File: src/rtl/csum_pkg.sv
package csum_pkg;

    typedef enum logic [2:0] {
        ST_IDLE,
        ST_SWEEP,
        ST_CFG,
        ST_IDS,
        ST_FLUSH,
        ST_REPORT
    } csum_state_e;

    typedef enum logic [1:0] {
        TERM_NONE,
        TERM_PROG,
        TERM_CFG,
        TERM_ID
    } term_kind_e;

endpackage

File: src/rtl/csum_seq.sv
module csum_seq
    import csum_pkg::*;
#(
    parameter int ADDR_W     = 11,
    parameter int OPEN_LAST  = 'h3FE,
    parameter int PROT_LAST  = 'h03F,
    parameter int CFG_ADDR   = 'h7FF,
    parameter int ID_BASE    = 'h400,
    parameter int ID_COUNT   = 4,
    localparam int ID_IDX_W  = (ID_COUNT > 1) ? $clog2(ID_COUNT) : 1
) (
    input  logic                clk,
    input  logic                rst_n,
    input  logic                start_i,
    input  logic                protect_i,
    output logic [ADDR_W-1:0]   rd_addr_o,
    output logic                rd_en_o,
    output term_kind_e          rd_kind_o,
    output logic [ID_IDX_W-1:0] rd_id_o,
    output logic                clear_o,
    output logic                busy_o,
    output logic                done_o
);

    localparam logic [ADDR_W-1:0]   OPEN_LIM = ADDR_W'(OPEN_LAST);
    localparam logic [ADDR_W-1:0]   PROT_LIM = ADDR_W'(PROT_LAST);
    localparam logic [ADDR_W-1:0]   CFG_A    = ADDR_W'(CFG_ADDR);
    localparam logic [ADDR_W-1:0]   ID_A     = ADDR_W'(ID_BASE);
    localparam logic [ID_IDX_W-1:0] ID_LAST  = ID_IDX_W'(ID_COUNT - 1);

    csum_state_e           state_q, state_d;
    logic [ADDR_W-1:0]     pc_q, pc_d;
    logic [ID_IDX_W-1:0]   id_q, id_d;
    logic                  prot_q, prot_d;
    logic [ADDR_W-1:0]     sweep_lim;

    assign sweep_lim = prot_q ? PROT_LIM : OPEN_LIM;

    // State register
    always_ff @(posedge clk) begin
        if (!rst_n) begin
            state_q <= ST_IDLE;
            pc_q    <= '0;
            id_q    <= '0;
            prot_q  <= 1'b0;
        end else begin
            state_q <= state_d;
            pc_q    <= pc_d;
            id_q    <= id_d;
            prot_q  <= prot_d;
        end
    end

    // Transitions
    always_comb begin
        state_d = state_q;
        pc_d    = pc_q;
        id_d    = id_q;
        prot_d  = prot_q;
        unique case (state_q)
            ST_IDLE: begin
                if (start_i) begin
                    state_d = ST_SWEEP;
                    pc_d    = '0;
                    prot_d  = protect_i;
                end
            end
            ST_SWEEP: begin
                if (pc_q == sweep_lim) begin
                    state_d = ST_CFG;
                end else begin
                    pc_d = pc_q + ADDR_W'(1);
                end
            end
            ST_CFG: begin
                if (prot_q) begin
                    state_d = ST_IDS;
                    id_d    = '0;
                end else begin
                    state_d = ST_FLUSH;
                end
            end
            ST_IDS: begin
                if (id_q == ID_LAST) begin
                    state_d = ST_FLUSH;
                end else begin
                    id_d = id_q + ID_IDX_W'(1);
                end
            end
            ST_FLUSH:  state_d = ST_REPORT;
            ST_REPORT: state_d = ST_IDLE;
            default:   state_d = ST_IDLE;
        endcase
    end

    // Outputs
    always_comb begin
        rd_addr_o = '0;
        rd_en_o   = 1'b0;
        rd_kind_o = TERM_NONE;
        rd_id_o   = '0;
        clear_o   = 1'b0;
        done_o    = 1'b0;
        busy_o    = 1'b1;
        unique case (state_q)
            ST_IDLE: begin
                busy_o  = 1'b0;
                clear_o = start_i;
            end
            ST_SWEEP: begin
                rd_addr_o = pc_q;
                rd_en_o   = 1'b1;
                rd_kind_o = TERM_PROG;
            end
            ST_CFG: begin
                rd_addr_o = CFG_A;
                rd_en_o   = 1'b1;
                rd_kind_o = TERM_CFG;
            end
            ST_IDS: begin
                rd_addr_o = ID_A + ADDR_W'(id_q);
                rd_en_o   = 1'b1;
                rd_kind_o = TERM_ID;
                rd_id_o   = id_q;
            end
            ST_FLUSH:  ;
            ST_REPORT: done_o = 1'b1;
            default:   busy_o = 1'b0;
        endcase
    end

endmodule

File: src/rtl/csum_term.sv
module csum_term
    import csum_pkg::*;
#(
    parameter int DATA_W    = 12,
    parameter int SUM_W     = 16,
    parameter int CFG_MASK  = 'h03F,
    parameter int ID_COUNT  = 4,
    parameter int NIB_W     = 4,
    localparam int ID_IDX_W = (ID_COUNT > 1) ? $clog2(ID_COUNT) : 1
) (
    input  logic                clk,
    input  logic                rst_n,
    input  term_kind_e          kind_i,
    input  logic [ID_IDX_W-1:0] id_i,
    input  logic [DATA_W-1:0]   data_i,
    output logic                term_vld_o,
    output logic [SUM_W-1:0]    term_o
);

    localparam logic [DATA_W-1:0] CMASK = DATA_W'(CFG_MASK);

    term_kind_e            kind_q;
    logic [ID_IDX_W-1:0]   id_q;
    logic [SUM_W-1:0]      lane [ID_COUNT];

    // Tag follows the read by one cycle, matching the memory latency
    always_ff @(posedge clk) begin
        if (!rst_n) begin
            kind_q <= TERM_NONE;
            id_q   <= '0;
        end else begin
            kind_q <= kind_i;
            id_q   <= id_i;
        end
    end

    // Each ID lane places its nibble at a fixed position, first ID highest
    for (genvar g = 0; g < ID_COUNT; g++) begin : g_lane
        localparam int SHIFT = NIB_W * (ID_COUNT - 1 - g);
        assign lane[g] = SUM_W'(data_i[NIB_W-1:0]) << SHIFT;
    end

    always_comb begin
        term_vld_o = 1'b1;
        term_o     = '0;
        unique case (kind_q)
            TERM_PROG: term_o = SUM_W'(data_i);
            TERM_CFG:  term_o = SUM_W'(data_i & CMASK);
            TERM_ID:   term_o = lane[id_q];
            default:   term_vld_o = 1'b0;
        endcase
    end

endmodule

File: src/rtl/csum_acc.sv
module csum_acc #(
    parameter int SUM_W = 16
) (
    input  logic             clk,
    input  logic             rst_n,
    input  logic             clear_i,
    input  logic             add_i,
    input  logic [SUM_W-1:0] term_i,
    output logic [SUM_W-1:0] sum_o
);

    logic [SUM_W-1:0] acc_q;

    // Natural SUM_W-bit wrap drops carries
    always_ff @(posedge clk) begin
        if (!rst_n) begin
            acc_q <= '0;
        end else if (clear_i) begin
            acc_q <= '0;
        end else if (add_i) begin
            acc_q <= acc_q + term_i;
        end
    end

    assign sum_o = acc_q;

endmodule

File: src/rtl/csum_engine.sv
module csum_engine
    import csum_pkg::*;
#(
    parameter int ADDR_W    = 11,
    parameter int DATA_W    = 12,
    parameter int SUM_W     = 16,
    parameter int OPEN_LAST = 'h3FE,
    parameter int PROT_LAST = 'h03F,
    parameter int CFG_ADDR  = 'h7FF,
    parameter int CFG_MASK  = 'h03F,
    parameter int ID_BASE   = 'h400,
    parameter int ID_COUNT  = 4,
    parameter int NIB_W     = 4
) (
    input  logic              clk,
    input  logic              rst_n,
    input  logic              start_i,
    input  logic              protect_i,
    output logic [ADDR_W-1:0] mem_addr_o,
    output logic              mem_rd_o,
    input  logic [DATA_W-1:0] mem_data_i,
    output logic              busy_o,
    output logic              done_o,
    output logic [SUM_W-1:0]  sum_o
);

    localparam int ID_IDX_W = (ID_COUNT > 1) ? $clog2(ID_COUNT) : 1;

    term_kind_e            rd_kind;
    logic [ID_IDX_W-1:0]   rd_id;
    logic                  clear;
    logic                  term_vld;
    logic [SUM_W-1:0]      term;

    csum_seq #(
        .ADDR_W    (ADDR_W),
        .OPEN_LAST (OPEN_LAST),
        .PROT_LAST (PROT_LAST),
        .CFG_ADDR  (CFG_ADDR),
        .ID_BASE   (ID_BASE),
        .ID_COUNT  (ID_COUNT)
    ) seq_i (
        .clk       (clk),
        .rst_n     (rst_n),
        .start_i   (start_i),
        .protect_i (protect_i),
        .rd_addr_o (mem_addr_o),
        .rd_en_o   (mem_rd_o),
        .rd_kind_o (rd_kind),
        .rd_id_o   (rd_id),
        .clear_o   (clear),
        .busy_o    (busy_o),
        .done_o    (done_o)
    );

    csum_term #(
        .DATA_W   (DATA_W),
        .SUM_W    (SUM_W),
        .CFG_MASK (CFG_MASK),
        .ID_COUNT (ID_COUNT),
        .NIB_W    (NIB_W)
    ) term_i (
        .clk        (clk),
        .rst_n      (rst_n),
        .kind_i     (rd_kind),
        .id_i       (rd_id),
        .data_i     (mem_data_i),
        .term_vld_o (term_vld),
        .term_o     (term)
    );

    csum_acc #(
        .SUM_W (SUM_W)
    ) acc_i (
        .clk     (clk),
        .rst_n   (rst_n),
        .clear_i (clear),
        .add_i   (term_vld),
        .term_i  (term),
        .sum_o   (sum_o)
    );

endmodule

File: config.mk
export PLATFORM = sky130hd
export DESIGN_NAME = csum_engine
export DESIGN_NICKNAME = d
export VERILOG_FILES = /design/src/rtl/csum_pkg.sv /design/src/rtl/csum_seq.sv /design/src/rtl/csum_term.sv /design/src/rtl/csum_acc.sv /design/src/rtl/csum_engine.sv
export SDC_FILE = /design/constraint.sdc
export NUM_CORES = 1
export LEC_CHECK = 0
export BUFFER_PORTS_ARGS = -buffer_cell sky130_fd_sc_hd__buf_2
export CAP_MARGIN = 15
export CORE_ASPECT_RATIO = 2
export CORE_MARGIN = 8
export CORE_UTILIZATION = 52
export DETAILED_ROUTE_END_ITERATION = 12
export PLACE_DENSITY = 0.83
export SYNTH_ARGS = -nofsm -noshare
export SYNTH_HDL_FRONTEND = slang
export SYNTH_SLANG_ARGS = --single-unit
File: constraint.sdc
create_clock -name clk -period 2.9 [get_ports clk]
set_input_delay 0.58 -clock clk [delete_from_list [all_inputs] [get_ports clk]]
set_output_delay 0.58 -clock clk [all_outputs]
set_load 0.02 [all_outputs]
==> impl.org <==
** Timing
- Actual slew at the worst max-slew pin :: 0.498 ns
- Top achievable clock speed :: 362 MHz
- Once routing completed, OpenROAD measured the worst setup slack at 0.139 ns.
- The final critical path takes up 95.2% of the cycle.
- Final Critical Period :: 2.76 ns
- The number of slew-limit violations in the final report is 0.
- Final hold violation count :: 0
- Setup violations remaining at the end of the flow were counted as 0.
- Setup repair after global routing could not meet its margin everywhere.
- Fin Clk Skew :: 0.0104 ns
- The worst pin sits at a relative slew slack of 66.8%.

** Clock network
- In this run the number of H-tree levels came out at 2.
- TritonCTS built the clock tree.
- The number of setup buffers added after CTS is 0.
- Clock Pin Slew Worst Setup and Hold Paths :: 0.08 ns
- Clock latency on the worst-skew pair :: 0.30 ns
- In this run, post-CTS repair resized a total of 0 instances.
- The number of clock buffers added by TritonCTS is 5.
- Counting every sink on the clock net gives 37.
- Clock tree root buffer cell :: clkbuf_8
- Maximum root-to-sink buffer count :: 2
- The number of hold buffers added after CTS was 0.

** Critical path
- In this run the register-to-register setup slack is 0.14 ns.
- Capture point of the worst reg-to-reg path :: acc_i.sum_o[6]
- Along the worst path, the maximum fanout reaches 4.
- Worst EP required :: 3.13 ns
- CP Launch Type :: register
- In this run the critical register-to-register path is launched from term_i.id_q[1].
- STA classifies the critical path endpoint as a register.
- Length in cells of the worst reg-to-reg path :: 12
- The worst setup path is of the register to register kind.
- Arrival time of data at the critical path endpoint :: 2.99 ns

** Route
- DRC errors left :: 0
- Routed wirelength normalized by instance count :: 16.5 microns
- Antenna violation net count after detailed routing :: 0
- Summed over all layers, the routed wires come to 8.16 mm.
- Total iterations of the first detailed-routing run :: 4
- After the first detailed-routing iteration, the DRC count stood at 246.
- Routed via count divided by cell count :: 6.27
- Detailed routing inserted a total of 3099 vias.

** Synthesis
- For this run, the leading register cell type out of synthesis is dfxtp_1.
- Yosys warning total :: 0
- Counting instances in the post-synthesis netlist gives the leading cell types as 48 x nand2_1, 37 x dfxtp_1, 31 x a21oi_1.
- In the synthesized netlist the async set-or-reset flop fraction comes to 0%.
- nand2_1 is the most common cell in the netlist.
- Sequential fraction of the synthesis area :: 25.3%
- In the post-synthesis netlist, the biggest area contributors are dfxtp_1 25%, ha_1 7.3%, nand2_1 6.2%.
- Each instance of the synthesized netlist takes up on average 7.46 sq um.
- Yosys mapped the design onto 68 distinct sky130hd cell types.
- Post-synth net total :: 426
- Area share of the largest cell type after synthesis :: 25.3%
- Synthesis produced 392 cells.
- The synthesized design spends more area on one cell type than any other, namely dfxtp_1.
- Combined area of all synthesized cells :: 2920 sq um
- In this run, synthesis inferred 0 flip-flops with an integrated enable.
- Synthesized flop and latch total :: 37

** Floorplanning
- I/O pin count :: 46
- Row count :: 38
- Area of the placeable core :: 5420 sq um
- The floorplan step set the die width to 69.0 microns.
- Chip Height :: 122 microns
- Initial core utilization :: 53.9%
- Full die area :: 8420 sq um

** Placement
- Counting tap cells, the placed design contains a total of 486 instances.
- Port buffering added 45 buffers.
- Final weighted congestion in routability-driven placement :: 0.945
- Summed over all nets, the half-perimeter wirelength after detailed placement is 6.27 mm.
- Setup Slack @ Placement :: 0.0835 ns

** GRT
- Maximum number of pins on one net before global-route repair :: 26
- The number of global-route vias before repair is 3074.
- Number of antenna violations at the first check in global routing :: 0
- Global-route total usage across every layer :: 19.2%
- Summed over all layers, the global routing overflow is 0.
- The first global-routing pass estimated 13.8 mm of wire.

** Power and ir drop
- Max IR drop VDD :: 0.615 mV
- Leak :: 1.39 nW
- Power Density :: 645 nW/um^2
- Power after layout :: 2.10 mW

** Layout
- 0 antenna diodes ended up in the layout.
- In the final layout, the share of cells above drive strength 1 is 19.4%.
- Count of fill cells added during filler insertion :: 491
- Finished Core Util :: 60.2%
- Net count reported at finish :: 467
- Final Instance Count excl. Fillers :: 494
- From synthesis to final layout, the design area changed by 11.7%.

** Outcome
- The run finished with clean final reports.

** Min path
- The worst hold path terminates at acc_i.sum_o[5].
- The tightest min-delay check is of the register to register type.
- Number of cells on the worst hold path :: 2
- In this run the most critical hold path is launched from acc_i.sum_o[5].

** Flow run
- Max-capacitance violation count :: 0
[sequential cells by signal, summed over array words and instances (netlist names)]
register	flops
seq_i.pc_q	11
seq_i.id_q	2
acc_i.sum_o	16
seq_i.state_q	3
seq_i.prot_q	1
term_i.kind_q	2
term_i.id_q	2
[worst max path at each step]
stage          slack [ns]             end  cells past startpoint              from
2_1_floorplan        0.03  acc_i.sum_o[6]                     14  term_i.kind_q[1]
3_3_place_gp         0.17  acc_i.sum_o[9]                     11     mem_data_i[2]
3_5_place_dp         0.08  acc_i.sum_o[6]                     13  term_i.kind_q[1]
4_1_cts              0.06  acc_i.sum_o[6]                     13  term_i.kind_q[1]
5_1_grt             -0.03  acc_i.sum_o[6]                     13  term_i.kind_q[1]
6_report             0.14  acc_i.sum_o[6]                     12    term_i.id_q[1]
[cells in the final DEF (no fill, tap or decap), types with 6 or more instances in the layout]
cell type  count
buf_4          9
nor2b_1        6
a31oi_1        8
o21ai_0       25
nand3_1       16
o21a_1         8
nand2b_1       8
and2_1        14
a21oi_1       31
nor2_1        25
nand2_1       48
a211oi_1       7
buf_2         45
dfxtp_1       36
and3_1         6
ha_1          17
a21boi_1       6
nor3_1        15
inv_1         15
[layer usage]
| layer | up-vias | global-route usage [%] | share of wire (%) |
|---|---|---|---|
| li1 | 1509 | - | - |
| met1 | 1444 | 18.4 | 38 |
| met2 | 107 | 34.6 | 51 |
| met3 | 39 | 4.07 | 4.7 |
| met4 | 0 | 15.2 | 6.4 |
| met5 | - | 0 | 0 |
[stage by stage]
stage	setup TNS [ns]	instance area [sq um]	hold slack, ns
2_1_floorplan	0	2930	0.456
3_3_place_gp	0	3170	0.453
3_5_place_dp	0	3170	0.464
4_1_cts	0	3250	0.475
5_1_grt	-0.0260	3260	0.515
6_report	0	3260	0.472
[where the power goes]
| part | leakage, nW | internal (mW) | switching [mW] |
|---|---|---|---|
| logic | 1.05 | 0.376 | 0.714 |
| registers | 0.300 | 0.562 | 0.0950 |
| clock network | 0.0395 | 0.171 | 0.187 |
[worst max-delay path, stage by stage, from the launching register on]
cell	delay (ns)
dfxtp_1	0.39
a21oi_1	0.10
nor2_2	0.15
and2_1	0.15
ha_1	0.18
inv_1	0.07
fa_1	0.40
nor2b_2	0.21
o31a_1	0.26
o21a_1	0.16
nor3_1	0.05
or3b_2	0.44
a21oi_1	0.14
[cells by family after synthesis]
logic type               after synthesis  synth area share [%]
adder cells (fa/ha/maj)               18                  7.96
flip-flops                            37                  25.3
AO/OA/AOI/OAI                        129                  29.1
XOR/XNOR                               3                 0.899
buffers and inverters                 35                  5.99
multiplexers                           2                 0.728
AND/OR/NAND/NOR                      168                  30.0
[cell type report]
| class | instances | area, sq um | area share (%) |
|---|---|---|---|
| Clock buffer | 8 | 80.1 | 2.45 |
| Inverter | 15 | 56.3 | 1.72 |
| Multi-Input combinational cell | 320 | 2020 | 61.8 |
| Sequential cell | 37 | 742 | 22.7 |
| Tap cell | 60 | 75.1 | 2.30 |
| Timing Repair Buffer | 54 | 293 | 8.97 |
(Power assumes the default switching activity.)
